===== src/rtl/ldst_pkg.sv =====
package ldst_pkg;
  parameter int REG_AW  = 5;
  parameter int NUM_SRC = 2;

  typedef struct packed {
    logic                           valid;
    logic                           load;
    logic                           store;
    logic [REG_AW-1:0]              dest;
    logic [NUM_SRC-1:0][REG_AW-1:0] srcs;
  } instDesc_t;

  typedef struct packed {
    logic stall;     // hold upstream, bubble into EX
    logic kill;      // flush: empty EX
    logic loadUse;   // reason: load-use dependency
    logic portBusy;  // reason: store holds cache port
  } ctrlStrobe_t;
endpackage


===== src/rtl/ldst_ctrl.sv =====
module ldst_ctrl
  import ldst_pkg::*;
(
  input  logic        clk,
  input  logic        rst_n,
  input  logic        flush,
  input  instDesc_t   rfDesc,
  input  instDesc_t   exDesc,
  output ctrlStrobe_t strobes
);
  localparam logic [REG_AW-1:0] ZERO_REG = '0;

  logic [NUM_SRC-1:0] srcHit;
  logic exLoadLive, rfMem, loadUse, portBusy;

  assign exLoadLive = exDesc.valid && exDesc.load && (exDesc.dest != ZERO_REG);
  assign rfMem      = rfDesc.load || rfDesc.store;

  for (genvar i = 0; i < NUM_SRC; i++) begin : g_src
    assign srcHit[i] = (rfDesc.srcs[i] == exDesc.dest);
  end

  assign loadUse  = rfDesc.valid && exLoadLive && (|srcHit);
  assign portBusy = rfDesc.valid && exDesc.valid && exDesc.store && rfMem;

  always_comb begin
    strobes          = '0;
    strobes.kill     = flush;
    strobes.loadUse  = loadUse && !flush;
    strobes.portBusy = portBusy && !flush;
    strobes.stall    = (loadUse || portBusy) && !flush;
  end

  // a load to register 0 never stalls a non-memory follower
  p_zero_dest_r3: assert property (@(posedge clk) disable iff (!rst_n)
    (exDesc.load && !exDesc.store && exDesc.dest == ZERO_REG && !rfMem) |-> !strobes.stall);

  // nothing in EX means nothing to wait for
  p_idle_ex_r5: assert property (@(posedge clk) disable iff (!rst_n)
    !exDesc.valid |-> !strobes.stall);

  // an invalid RF slot never stalls
  p_idle_rf_r5: assert property (@(posedge clk) disable iff (!rst_n)
    !rfDesc.valid |-> !strobes.stall);
endmodule


===== src/rtl/ldst_dp.sv =====
module ldst_dp
  import ldst_pkg::*;
(
  input  logic        clk,
  input  logic        rst_n,
  input  instDesc_t   rfDesc,
  input  ctrlStrobe_t strobes,
  output instDesc_t   exDesc,
  output logic        bubbleQ
);
  always_ff @(posedge clk) begin
    if (!rst_n) begin
      exDesc  <= '0;
      bubbleQ <= 1'b0;
    end else if (strobes.kill) begin
      exDesc  <= '0;
      bubbleQ <= 1'b0;
    end else if (strobes.stall) begin
      exDesc  <= '0;
      bubbleQ <= 1'b1;
    end else begin
      exDesc  <= rfDesc;
      bubbleQ <= 1'b0;
    end
  end

  // every stall is followed by a bubble cycle
  p_stall_bubble_r6: assert property (@(posedge clk) disable iff (!rst_n)
    strobes.stall |=> bubbleQ);

  // a bubble in EX cannot stall again
  p_single_stall_r7: assert property (@(posedge clk) disable iff (!rst_n)
    bubbleQ |-> !strobes.stall);

  // after a flush, neither stall nor bubble
  p_flush_clear_r8: assert property (@(posedge clk) disable iff (!rst_n)
    strobes.kill |=> (!strobes.stall && !bubbleQ));
endmodule


===== src/rtl/ldst_interlock.sv =====
module ldst_interlock
  import ldst_pkg::*;
(
  input  logic                      clk,
  input  logic                      rst_n,
  input  logic                      flush,
  input  logic                      rfValid,
  input  logic                      rfLoad,
  input  logic                      rfStore,
  input  logic [REG_AW-1:0]         rfDest,
  input  logic [NUM_SRC*REG_AW-1:0] rfSrcs,
  output logic                      stall,
  output logic                      bubble
);
  instDesc_t   rfDesc, exDesc;
  ctrlStrobe_t strobes;

  always_comb begin
    rfDesc       = '0;
    rfDesc.valid = rfValid;
    rfDesc.load  = rfLoad;
    rfDesc.store = rfStore;
    rfDesc.dest  = rfDest;
    rfDesc.srcs  = rfSrcs;
  end

  ldst_ctrl u_ctrl (
    .clk(clk), .rst_n(rst_n), .flush(flush),
    .rfDesc(rfDesc), .exDesc(exDesc), .strobes(strobes)
  );

  ldst_dp u_dp (
    .clk(clk), .rst_n(rst_n), .rfDesc(rfDesc),
    .strobes(strobes), .exDesc(exDesc), .bubbleQ(bubble)
  );

  assign stall = strobes.stall;
endmodule


===== config.mk =====
export PLATFORM = sky130hd
export DESIGN_NAME = ldst_interlock
export DESIGN_NICKNAME = d
export VERILOG_FILES = /design/src/rtl/ldst_pkg.sv /design/src/rtl/ldst_ctrl.sv /design/src/rtl/ldst_dp.sv /design/src/rtl/ldst_interlock.sv
export SDC_FILE = /design/constraint.sdc
export NUM_CORES = 1
export LEC_CHECK = 0
export ABC_AREA = 1
export BUFFER_PORTS_ARGS = -buffer_cell sky130_fd_sc_hd__buf_2
export CELL_PAD_IN_SITES_DETAIL_PLACEMENT = 2
export CELL_PAD_IN_SITES_GLOBAL_PLACEMENT = 2
export CORE_MARGIN = 8
export CORE_UTILIZATION = 29
export CTS_CLUSTER_DIAMETER = 50
export CTS_CLUSTER_SIZE = 30
export DETAILED_ROUTE_END_ITERATION = 10
export PLACE_DENSITY = 0.88
export SLEW_MARGIN = 20
export SYNTH_ARGS = -nofsm -noshare
export SYNTH_HDL_FRONTEND = slang
export SYNTH_HIERARCHICAL = 1
export SYNTH_SLANG_ARGS = --single-unit

===== constraint.sdc =====
create_clock -name clk -period 3.8 [get_ports clk]
set_input_delay 0.95 -clock clk [delete_from_list [all_inputs] [get_ports clk]]
set_output_delay 0.95 -clock clk [all_outputs]
set_load 0.02 [all_outputs]

[After elaboration in Yosys (flattened, before gate mapping)]
Index checks and enable logic that the tools add are counted.
Storage, ports and cells
  bits in registers: 9
Operators by class
  muxes and demuxes: 1
  reduce and logical (&&, ||, !) cells: 15
  bitwise logic cells: 1
  equality and inequality tests: 2
Operator list (number)
  == test 5 bit: 2
  logical AND 1 bit: 8
  nonzero test 5 bit: 1
  OR reduction 2 bit: 2
  OR reduction 3 bit: 1
  logical OR 1 bit: 2
  logical NOT 1 bit: 1
  2-to-1 mux 1 bit: 1
  NOT 1 bit: 1

[Longest topological paths before layout]
  depth in word-level cells: 7
  depth in mapped cells: 12

[By module]
Netlist, hierarchy kept.
Modules (own cells, without submodules)
  ldst_dp: times used 1, sequential area each 380.4 sq um, cells each 61, area each 589.3 sq um
  ldst_ctrl: times used 1, sequential area each 0.0 sq um, cells each 60, area each 251.5 sq um

[Worst setup path after synthesis]
OpenSTA, ideal clock, no wires.
  path kind: input to output
  start: input port rfSrcs[8]
  end: output port stall
  slack: 1355 ps
  buffers on the path: 0
  cell stages on the path: 8
  arrival: 1495 ps
  required time: 2850 ps
  path through: inv_1 -> nand2_1 -> nand2_1 -> nor2_1 -> nand3_1 -> nand2_1 -> nand2_1 -> nand2_1
Between the ends
  word-level cells in the longest chain between the ends: 5
RTL lines
  from (decl): RTL line ldst_interlock.sv:11  | input logic [NUM_SRC*REG_AW-1:0] rfSrcs,
  == test 5 bit: RTL line ldst_ctrl.sv:20  | assign srcHit[i] = (rfDesc.srcs[i] == exDesc.dest);
  OR reduction 2 bit: RTL line ldst_ctrl.sv:23  | assign loadUse = rfDesc.valid && exLoadLive && (|srcHit);
  logical AND 1 bit: RTL line ldst_ctrl.sv:23
  logical OR 1 bit: RTL line ldst_ctrl.sv:31  | strobes.stall = (loadUse || portBusy) && !flush;
  logical AND 1 bit: RTL line ldst_ctrl.sv:31
  to (decl): RTL line ldst_interlock.sv:12  | output logic stall,
Every way passes these cells.

[Worst setup path in the final report]
Ends and elaborated chain as after synthesis.

==> impl_summary.txt <==
----------------------------------------------------
[CTS]
  Clock latency of the later-clocked register in the worst-skew pair ... 260 ps
  Post-CTS Repair Setup Buffers ... 0
  Buffer depth of the longest clock path ... 2
  CTS clock-pin slew for the worst setup and hold paths ... 60 ps
  H-tree depth ... 1
  CTS sink cnt ... 9
  Number of cells upsized or downsized after cts ... 0
  Root cell of the clock tree ... clkbuf_4
  Post-CTS Hold Fix Bufs ... 0
  Number of clock buffers inserted by TritonCTS ... 3
  TritonCTS clock tree ... yes

[Final layout]
  Antenna diode count ... 0
  Most common cell after layout, fill and taps aside ... nand2_1
  Commonest non-fill, non-tap cells in the layout ... nand2_1 (25), inv_1 (24), buf_2 (22)
  Post-route cell area ... 691.9 µm²
  Share of layout cells above drive strength 1 ... 28.07%
  Area overhead of the layout relative to synthesis ... 27.71%
  Total number of nets in the final design ... 136

[Placed design]
  Final RePlAce weighted congestion ... 0.6785
  Number of I/O port buffers ... 22
  Placed inst area ... 664.4 µm²
  HPWL Detailed ... 1358 µm

[Logic synthesis]
  Post-synthesis cell area ... 541.8 µm²
  Post-synthesis net count ... 111
  Per-instance average area after synthesis ... 6.020 µm²
  Count of synthesis-stage warnings from yosys ... 6
  Post-synthesis cell count ... 90

[Timing]
  Maximum operating frequency ... 0.3707 GHz
  Total of endpoints with negative setup slack in the final report ... 0
  Smallest hold slack ... 797.4 ps
  Pins Over Slew Limit ... 0
  Worst slew slack as a fraction of its limit ... 88.23%
  Min Clock Period, post-route ... 2698 ps
  Clk_skew ... 4.528 ps
  Setup TNS ... 0 ps
  Final hold violation count ... 0
  Slew of the pin with the lowest slew margin ... 175.2 ps
  Final critical-path share of the clock period ... 70.99%
  RSZ-0062 raised after global routing ... no

[Route]
  Average wire per standard cell ... 11.26 µm
  First-pass iteration count of the detailed router ... 2
  # DRC ... 0
  DR iter-0 viols ... 2
  DR vias/cell ... 4.173
  Total wire length ... 1565 µm
  Number of antenna-violating nets in the routed design ... 0
  Total vias in the final route ... 580

[Setup path]
  Critical R2R Launch ... u_dp/exDesc[12]$_SDFF_PP0_
  Crit path required time ... 2850 ps
  Maximum fanout along the worst path ... 2
  FF-to-FF path depth ... 11
  Critical Path Source Type ... input pin
  Critical Path Max Stage Delay ... 170 ps
  Critical path buffers and inverters ... 3
  Endpoint arrival time on the critical path ... 1750 ps
  Reg-to-reg setup timing slack ... 2430 ps
  Worst flop-to-flop path endpoint ... u_dp/exDesc[14]$_SDFF_PP0_
  Crit path max-delay cell type ... buf_2
  Kind of cell adding the most delay to the critical path ... simple AND/OR/NAND/NOR gates
  CP Capture Type ... output port
  Cell mode on critical path ... nand2_1
  CP startpoint ... rfSrcs[8]
  Logic depth of the worst path, buffers included ... 10
  Crit path kind ... input pin to output port
  CP Cell Sequence ... buf_2, inv_1, nand2_1, nand2_1, nor2_1, nand3_1, nand2_1, nand2_1, nand2_1, buf_2
  Termination of the worst setup path ... stall

[Floorplan]
  Height of the chip ... 59.22 µm
  Starting density of the core ... 31.04%
  Number of ports placed on the die boundary ... 23
  Core area ... 1745 µm²
  Width of the die ... 59.22 µm
  Overall die area ... 3507 µm²
  Number of rows created at floorplan ... 15

[Global routing]
  Total congestion overflow after global routing ... 0
  Met2 Track Usage GR ... 18.95%
  GRT met1 Usage ... 9.413%
  GRT Total Usage ... 9.614%
  Busiest metal layer after global routing ... met2
  Fraction of met3 tracks used by global routing ... 2.820%
  Wire length of the first global-routing pass ... 2677 µm
  Number of antenna violations at the first check in global routing ... 0
  Largest net degree at the start of global routing ... 9
  Number of global-route vias before repair ... 683

[Power and ir drop]
  P_leak ... 0.4165 nW
  Highest ir drop seen on vdd ... 0.1705 mV
  Pwr per Cell Area ... 302.3 nW/µm²

[Hold path]
  Worst hold-check path type ... register to register
  Worst hold start ... u_dp/exDesc[16]$_SDFF_PP0_

[Flow run]
  Count of maximum capacitance violations ... 0

[Status]
  Outcome ... completed

----------------------------------------------------
==> routing by layer <==
metal	share of wire, %	up-vias
met4	0	0
met3	4.4	0
met5	0	-
li1	-	302
met2	54	15
met1	42	263
==> registers in the layout (all words and copies together) (netlist names) <==
name	cells
u_dp/exDesc	8
u_dp/bubbleQ	1
==> worst min path at each step <==
stage,to,slack (ps),cells after the start
6_report,u_dp/bubbleQ$_SDFF_PP0_,800,6
5_1_grt,u_dp/bubbleQ$_SDFF_PP0_,840,6
4_1_cts,u_dp/bubbleQ$_SDFF_PP0_,810,6
3_5_place_dp,u_dp/bubbleQ$_SDFF_PP0_,790,6
3_3_place_gp,u_dp/bubbleQ$_SDFF_PP0_,750,6
2_1_floorplan,u_dp/bubbleQ$_SDFF_PP0_,820,6
==> power breakdown <==
group	total, mW	switching, mW	internal, mW
registers	0.101	0.00288	0.0977
clock network	0.0733	0.0345	0.0388
logic	0.0352	0.0189	0.0164
==> worst min-delay path, stage by stage (launching register included) <==
cell	delay, ps
dfxtp_1	300
nand4_1	90
a31oi_1	40
nand2_1	50
nand2_1	70
inv_1	130
nor2_1	70
==> through the flow <==
step | power [mW] | instances | worst slack, ps | util, %
2_1_floorplan | 0.1228 | 90 | 1371 | -
3_3_place_gp | 0.1360 | 135 | 1117 | 38.06
3_5_place_dp | 0.1386 | 135 | 1092 | 38.06
4_1_cts | 0.2140 | 139 | 1083 | 39.64
5_1_grt | 0.2218 | 139 | 997.7 | 39.64
6_report | 0.2092 | 139 | 1102 | 39.64
==> cell type report <==
type / count / area [µm²]
flip-flops and latches: 9 / 180.2
clock inverters: 1 / 5.005
fillers: 237 / 1054
clock buffers: 3 / 22.52
inverters: 26 / 97.59
well taps: 25 / 31.28
repair buffers: 22 / 110.1
multi-input cells: 53 / 245.2
Note: power is estimated with default switching activity, not from simulation.
